## src/rtl/gfq_pkg.sv

```systemverilog
package gfq_pkg;
  // Operation seen by the storage in one cycle
  typedef enum logic [1:0] {
    OP_IDLE = 2'b00,
    OP_PUSH = 2'b01,
    OP_POP  = 2'b10,
    OP_BOTH = 2'b11
  } fifo_op_e;

  function automatic fifo_op_e op_of(input logic push, input logic pop);
    return fifo_op_e'({pop, push});
  endfunction
endpackage

```

## src/rtl/gfq_prio_arb.sv

```systemverilog
module gfq_prio_arb #(
  parameter int N_CLI = 2
) (
  input  logic             clk,
  input  logic             rst_n,
  input  logic             avail,
  input  logic [N_CLI-1:0] req,
  output logic [N_CLI-1:0] rdy,
  output logic [N_CLI-1:0] gnt
);
  // Lower index wins; a requester blocks every higher index
  always_comb begin
    logic blocked;
    blocked = 1'b0;
    for (int i = 0; i < N_CLI; i++) begin
      rdy[i]  = avail && !blocked;
      blocked = blocked | req[i];
    end
  end

  assign gnt = req & rdy;


  gnt_onehot_chk: assert property (@(posedge clk) disable iff (!rst_n)
    $onehot0(gnt));


  gnt_guard_chk: assert property (@(posedge clk) disable iff (!rst_n)
    !avail |-> (gnt == '0));

  generate
    for (genvar g = 1; g < N_CLI; g++) begin : g_prio

      prio_chk: assert property (@(posedge clk) disable iff (!rst_n)
        rdy[g] |-> (req[g-1:0] == '0));
    end
  endgenerate
endmodule

```

## src/rtl/gfq_store.sv

```systemverilog
module gfq_store
  import gfq_pkg::*;
#(
  parameter int DATA_W = 8,
  parameter int DEPTH  = 4
) (
  input  logic              clk,
  input  logic              rst_n,
  input  logic              push,
  input  logic [DATA_W-1:0] push_word,
  input  logic              pop,
  output logic              full,
  output logic              empty,
  output logic [DATA_W-1:0] head
);
  localparam int PTR_W = (DEPTH > 1) ? $clog2(DEPTH) : 1;
  localparam int CNT_W = $clog2(DEPTH + 1);

  logic [DATA_W-1:0] mem [DEPTH];
  logic [PTR_W-1:0]  wr_ptr, rd_ptr;
  logic [CNT_W-1:0]  count;
  fifo_op_e          op;

  function automatic logic [PTR_W-1:0] ptr_step(input logic [PTR_W-1:0] p);
    return (p == PTR_W'(DEPTH - 1)) ? '0 : p + PTR_W'(1);
  endfunction

  function automatic logic [CNT_W-1:0] count_next(input logic [CNT_W-1:0] c,
                                                  input fifo_op_e o);
    case (o)
      OP_PUSH: return c + CNT_W'(1);
      OP_POP:  return c - CNT_W'(1);
      default: return c;
    endcase
  endfunction

  assign op    = op_of(push, pop);
  assign full  = (count == CNT_W'(DEPTH));
  assign empty = (count == '0);
  assign head  = mem[rd_ptr];

  always_ff @(posedge clk or negedge rst_n) begin
    if (!rst_n) begin
      wr_ptr <= '0;
      rd_ptr <= '0;
      count  <= '0;
    end else begin
      if (push) wr_ptr <= ptr_step(wr_ptr);
      if (pop)  rd_ptr <= ptr_step(rd_ptr);
      count <= count_next(count, op);
    end
  end

  always_ff @(posedge clk) begin
    if (push) mem[wr_ptr] <= push_word;
  end


  no_overflow_chk: assert property (@(posedge clk) disable iff (!rst_n)
    push |-> !full);


  no_underflow_chk: assert property (@(posedge clk) disable iff (!rst_n)
    pop |-> !empty);


  count_bound_chk: assert property (@(posedge clk) disable iff (!rst_n)
    count <= CNT_W'(DEPTH));


  count_hold_chk: assert property (@(posedge clk) disable iff (!rst_n)
    (op == OP_BOTH) |=> (count == $past(count)));
endmodule

```

## src/rtl/gfq_dual_client.sv

```systemverilog
module gfq_dual_client #(
  parameter int DATA_W = 8,
  parameter int DEPTH  = 4,
  parameter int N_CLI  = 2
) (
  input  logic                    clk,
  input  logic                    rst_n,
  input  logic [N_CLI-1:0]        enq_en,
  input  logic [N_CLI*DATA_W-1:0] enq_data,
  output logic [N_CLI-1:0]        enq_rdy,
  input  logic [N_CLI-1:0]        deq_en,
  output logic [N_CLI-1:0]        deq_rdy,
  output logic [N_CLI-1:0]        first_rdy,
  output logic [N_CLI*DATA_W-1:0] first_data
);
  logic              full, empty;
  logic [N_CLI-1:0]  enq_gnt, deq_gnt;
  logic              push_fire, pop_fire;
  logic [DATA_W-1:0] push_word, head;

  gfq_prio_arb #(.N_CLI(N_CLI)) u_enq_arb (
    .clk(clk), .rst_n(rst_n), .avail(!full),
    .req(enq_en), .rdy(enq_rdy), .gnt(enq_gnt)
  );

  gfq_prio_arb #(.N_CLI(N_CLI)) u_deq_arb (
    .clk(clk), .rst_n(rst_n), .avail(!empty),
    .req(deq_en), .rdy(deq_rdy), .gnt(deq_gnt)
  );

  assign push_fire = |enq_gnt;
  assign pop_fire  = |deq_gnt;

  // Word of the granted client (grant is one-hot or zero)
  always_comb begin
    push_word = '0;
    for (int i = 0; i < N_CLI; i++)
      if (enq_gnt[i]) push_word = enq_data[i*DATA_W +: DATA_W];
  end

  gfq_store #(.DATA_W(DATA_W), .DEPTH(DEPTH)) u_store (
    .clk(clk), .rst_n(rst_n),
    .push(push_fire), .push_word(push_word), .pop(pop_fire),
    .full(full), .empty(empty), .head(head)
  );

  generate
    for (genvar g = 0; g < N_CLI; g++) begin : g_peek
      assign first_rdy[g] = !empty;
      assign first_data[g*DATA_W +: DATA_W] = head;
    end
  endgenerate


  peek_vs_pop_chk: assert property (@(posedge clk) disable iff (!rst_n)
    deq_rdy[0] |-> first_rdy[0]);


  push_needs_rdy_chk: assert property (@(posedge clk) disable iff (!rst_n)
    push_fire |-> |(enq_en & enq_rdy));
endmodule

```

## config.mk

```make
export PLATFORM = sky130hd
export DESIGN_NAME = gfq_dual_client
export DESIGN_NICKNAME = d
export VERILOG_FILES = /design/src/rtl/gfq_pkg.sv /design/src/rtl/gfq_prio_arb.sv /design/src/rtl/gfq_store.sv /design/src/rtl/gfq_dual_client.sv
export SDC_FILE = /design/constraint.sdc
export NUM_CORES = 1
export LEC_CHECK = 0
export BUFFER_PORTS_ARGS = -buffer_cell sky130_fd_sc_hd__buf_2
export CAP_MARGIN = 5
export CORE_ASPECT_RATIO = 0.8
export CORE_MARGIN = 4
export CORE_UTILIZATION = 50
export CTS_BUF_LIST = sky130_fd_sc_hd__clkbuf_4 sky130_fd_sc_hd__clkbuf_8
export CTS_CLUSTER_DIAMETER = 100
export DETAILED_ROUTE_END_ITERATION = 8
export HOLD_SLACK_MARGIN = 0.02
export PLACE_DENSITY = 0.78
export SETUP_SLACK_MARGIN = 0.3
export SLEW_MARGIN = 10
export SYNTH_ARGS = -nofsm -noshare
export SYNTH_HDL_FRONTEND = slang
export SYNTH_SLANG_ARGS = --single-unit
```

## constraint.sdc

```tcl
create_clock -name clk -period 2.1 [get_ports clk]
set_input_delay 0.105 -clock clk [delete_from_list [all_inputs] [get_ports clk]]
set_output_delay 0.105 -clock clk [all_outputs]
set_load 0.02 [all_outputs]
```

* Yosys cells after proc, flatten, opt, wreduce, memory -nomap -nowiden *
Memory sizes are Yosys's and may differ from the RTL's.
Cells that the tools add are included.
Widths: inputs -> output; s select.

storage, ports and cells
  bits in registers = 7
  memory bits (writable) = 32
  bits of input ports = 22
  logic and storage cells = 32
  memories = 1

cells by class
  add/sub/neg operators = 4
  eq/ne operators = 5
  mux-type cells = 7
  bitwise gates (word level) = 2
  reductions and logical operators = 10

memory list
  memory       words  bits a word  rd ports  clocked after memory_dff  wr ports  line             source
  u_store.mem  4      8            1         0                         1         gfq_store.sv:19  logic [DATA_W-1:0] mem [DEPTH];

operators with widths
  kind                 number
  $mux 8               2
  $eq 2x2->1 const B   3
  $pmux 3 s2           1
  $add 2x1->2 const B  2
  $and 2x2->2          2
  $logic_not 1->1      4
  $mux 2               2
  $reduce_or 2->1      2
  $add 3x1->3 const B  1
  $eq 3x3->1 const B   1
  $logic_not 3->1      1
  $sub 3x1->3 const B  1
  $eq 2x1->1 const B   1
  $logic_and 1x1->1    2
  $mux 1               2
  $reduce_bool 2->1    1

* Longest topological paths before layout *
  depth in word-level cells = 7
  mapped depth = 10

* Hierarchy *
From an unflattened synthesis, not the netlist that was laid out.

second synthesis, totals
  cells, all modules = 115
  area total of the unflattened synthesis = 1830.5 sq um

modules (own cells, without submodules)
  module           instances  cells an instance  area each (sq um)
  gfq_store        1          80                 1572.8
  gfq_dual_client  1          27                 190.2
  gfq_prio_arb     2          4                  33.8

* Worst setup path after synthesis *
OpenSTA, ideal clock, no wires.

  path kind = reg-to-reg
  start point = register u_store.count[0]
  end point = register u_store.count[1]
  library setup time = 83 ps
  arrival time = 1753 ps
  data required time = 2017 ps
  slack = 264 ps
  cell stages (with the launch flop) = 8
  path buffers = 0
  period minus slack after synthesis = 1836 ps
  cell sequence = dfrtp_1 > or3_4 > o21ai_4 > inv_1 > ha_1 > inv_1 > fa_1 > o21ai_0

on the way
  word-level cells in the longest chain between the ends = 7

ends and longest elaborated chain
  item                                                    line                   source
  start, declared                                         gfq_store.sv:21        logic [CNT_W-1:0] count;
  start signal, assigned                                  gfq_store.sv:50        count <= count_next(count, op);
  $logic_not 3->1 *                                       gfq_store.sv:39        assign empty = (count == '0);
  $logic_not 1->1 *                                       gfq_dual_client.sv:27  .clk(clk), .rst_n(rst_n), .avail(!empty),
  via u_deq_arb.avail                                     gfq_prio_arb.sv:6      input logic avail,
  $logic_and 1x1->1                                       gfq_prio_arb.sv:16     rdy[i] = avail && !blocked;
  $and 2x2->2 *                                           gfq_prio_arb.sv:21     assign gnt = req & rdy;
  $reduce_or 2->1 *                                       gfq_dual_client.sv:32  assign pop_fire = |deq_gnt;
  via pop_fire                                            gfq_dual_client.sv:18  logic push_fire, pop_fire;
  $eq 2x2->1 / $eq 2x1->1 (equally long branches)         gfq_store.sv:30        case (o)
  $pmux 3 s2 / $reduce_bool 2->1 (equally long branches)  -

The timed path passes the listed nets; every way through them passes the cells marked *.
A chain may end at the register's enable or synchronous reset.

* Worst setup path in the final report *
  start point = register u_store.count[1]
  end point = register u_store.count[2]

on the way
  word-level cells in the longest chain between the ends = 7

ends and longest elaborated chain
  item                                                    line
  $eq 3x3->1 / $logic_not 3->1 (equally long branches)    gfq_store.sv:38, gfq_store.sv:39
  $logic_not 1->1 (on tied branches)                      gfq_dual_client.sv:22, gfq_dual_client.sv:27
  $logic_and 1x1->1                                       gfq_prio_arb.sv:16
  $and 2x2->2                                             gfq_prio_arb.sv:21
  $reduce_or 2->1 (on tied branches)                      gfq_dual_client.sv:31, gfq_dual_client.sv:32
  $eq 2x2->1 / $eq 2x1->1 (equally long branches)         gfq_store.sv:30
  $pmux 3 s2 / $reduce_bool 2->1 (equally long branches)  -

Several ways; a longest one is shown, not always the timed one.

==> metrics.yaml <==
yosys:
  yosys.area.top_type_share_pct: 52.4
  synth_fa_ha_area_share_pct: 5.19
  ys_warn_count: 0
  ys_top_cells_by_count: "edfxtp_1 (32), nor2_1 (13), buf_4 (12)"
  synth_cell_types: 24
  ys.flop_type: "edfxtp_1"
  synth.most_common_cell: "edfxtp_1"
  yosys.area_share.simple_pct: 6.55
  netlist_instances: 119
  synth_edf_count: 32
  ys_ff_latch: 39
  synthXorXnorAreaFrac_pct: 1.43
  synth.area.mux_share_pct: 12.7
  synth-async-reset-ratio_pct: 17.9
  yosysTopAreaCell: "edfxtp_1"
  synth_nets: 148
  ys_seq_area_share_pct: 62.0
  synth_compound_area_share_pct: 4.44
  synth_top_family_by_area: "multiplexers"
  postSynthAreaPerCell_um2: 15.4
  syn-cell-area_um2: 1830
  synthTopCellsByArea: "edfxtp_1 (52%), mux4_2 (9.8%), dfrtp_1 (9.6%)"
sta:
  rsz0062_at_grt: "yes"
  hold_viol: 0
  max_slew_margin_pct: 65.9
  fmax_mhz: 552
  finalMaxSlewViolations: 0
  fin_crit_sh_pct: 86.3
  setup-violations-final: 0
  tightest_slew_ns: 0.510
  fin_skew_ns: 0.00360
  finalSetupTns_ns: 0
  finalCriticalPeriod_ns: 1.81
placed_design:
  place_hpwl_mm: 2.35
  place_congestion: 0.753
  port_buffers: 43
critical_path:
  r2r_start: "u_store.count[1]$_DFFE_PN0P_"
  start_kind: "flip-flop"
  critPathMaxStageDelay_ns: 0.41
  crit_path_frequent_cell: "xor2_1"
  r2r_end: "u_store.count[2]$_DFFE_PN0P_"
  reg2reg_slack_ns: 0.29
  r2r_cells: 9
  cpLargestDelayFamily: "adder cells"
  critPathLaunch: "u_store.count[1]$_DFFE_PN0P_"
  end_kind: "flip-flop"
  crit_path_max_fanout: 3
  cpMaxStageDelayCell: "dfrtp_1"
  worstSetupPathType: "reg -> reg"
  path_cells: "nor3b_2, nor2_2, inv_1, ha_4, inv_2, fa_2, xor2_1, nor2_1, xor2_1"
  crit_buf_inv: 2
  arrival_ns: 2.02
  required_ns: 2.31
  crit_end: "u_store.count[2]$_DFFE_PN0P_"
  crit_cells: 9
power_and_ir_drop:
  ir_drop_mv: 0.656
  power.leakage_nw: 0.898
  totalPowerFinal_mw: 3.55
  power.density_nw_per_um2: 1630
grt:
  grt_max_degree: 12
  antenna_found_initial: 0
  grt.total_usage_pct: 15.1
  grt_pass1_vias: 1129
  grt_pass1_wl_mm: 5.21
  grt_overflow: 0
floorplanning:
  dieArea_um2: 4700
  start_util_pct: 52.8
  rows: 19
  boundaryPins: 44
  chipWidth_um: 75.7
  core_um2: 3470
  die_y_um: 62.2
run_status:
  outcome: "completed"
clocking:
  clk_path_buf_depth: 2
  clkTransAtPathRegs_ns: 0.07
  clock_latency_ns: 0.28
  htree_levels: 2
  cts_tree: "built"
  clkSinkCount: 39
  cts_inserted_buffers: 5
  root_buffer: "clkbuf_8"
cells_and_area:
  diodes: 0
  synthToLayoutAreaGrowth_pct: 18.7
  multiInputGateArea_um2: 574
  drive_gt1_share_pct: 50.3
  final-seq-area_um2: 1140
  fillers: 246
  fin_nets: 191
job:
  drv_cap: 0
routing:
  wirelength_mm: 3.31
  via_count: 1071
  ant_nets: 0
  drc: 0
  drt_iter0_markers: 61
  first_pass_iters: 4
  viasPerCell: 5.22
  wire_per_inst_um: 16.1
worst_hold_path:
  hold_class: "in -> async"
[cell usage in the layout, fill, tap and decap left out, types with 4 or more instances in the layout]
| cell | instances |
|---|---|
| dfrtp_1 | 6 |
| buf_2 | 43 |
| a22oi_1 | 8 |
| inv_1 | 6 |
| nor2_1 | 13 |
| edfxtp_1 | 32 |
| buf_4 | 9 |
| clkbuf_8 | 5 |
| mux4_2 | 8 |
| ha_1 | 5 |
| and2_1 | 4 |
[stage by stage]
step	hold WS (ns)	instance area, µm²	setup slack [ns]	cells	utilization [%]
4_1_cts	0.174	2170	0.281	205	62.6
3_5_place_dp	-0.0510	2010	0.189	189	57.9
6_report	0.199	2180	0.288	205	62.7
2_1_floorplan	-0.191	1840	0.291	119	-
5_1_grt	0.224	2180	0.220	205	62.7
3_3_place_gp	-0.0541	2010	0.257	189	57.9
[worst reg2reg max path, cell delays in order, from the launching register on]
cell	delay [ns]
dfrtp_1	0.41
nor3b_2	0.24
nor2_2	0.08
inv_1	0.09
ha_4	0.14
inv_2	0.04
fa_2	0.33
xor2_1	0.14
nor2_1	0.12
xor2_1	0.16
[how the worst min path moves through the flow]
| stage | to | from |
|---|---|---|
| floorplan | u_store.count[0]$_DFFE_PN0P_ | rst_n |
| global placement | u_store.rd_ptr[0]$_DFFE_PN0P_ | rst_n |
| detailed placement | u_store.rd_ptr[1]$_DFFE_PN0P_ | rst_n |
| CTS | u_store.count[1]$_DFFE_PN0P_ | rst_n |
| global route | u_store.count[0]$_DFFE_PN0P_ | rst_n |
| finish | u_store.count[1]$_DFFE_PN0P_ | rst_n |
[area by class of cell]
class | instances | area share (%)
clock buffer | 7 | 3.85
timing repair buffer | 53 | 13.5
sequential | 39 | 52.3
tap | 42 | 2.42
clock inverter | 1 | 0.230
multi-input combinational | 55 | 26.4
inverter | 8 | 1.38
[routing by layer]
layer	wire, µm	global-route usage, %
met1	1240	16.6
met2	1810	25.9
met3	139	5.32
met4	116	6.33
met5	0	0
[registers in the layout, summed over array words and instances, names as in the netlist]
signal	count
u_store.rd_ptr	2
u_store.mem	32
u_store.count	3
u_store.wr_ptr	2
[where the power goes]
| part | internal (mW) | total, mW | leakage, nW | switching [mW] |
|---|---|---|---|---|
| registers | 1.17 | 1.35 | 0.383 | 0.180 |
| logic | 0.756 | 1.71 | 0.466 | 0.953 |
| clock network | 0.258 | 0.492 | 0.0491 | 0.233 |
[cells by family (layout without fill, tap and decap cells)]
logic type,count (synthesis),in the layout
muxes,12,12
AOI/OAI and AO/OA,10,10
buffers and inverters,25,69
xor gates and xnor gates,3,3
DFF,39,39
adders and majority gates,7,7
and+or+nand+nor,23,23
[timing repair]
action                                  CTS  global route
setup buffers                             7             0
hold buffers                              1             0
pin swaps                                 4             1
endpoints found under the hold margin     7             0
endpoints found under the setup margin   18             2
resized for setup                         4             1
(Power assumes the default switching activity.)
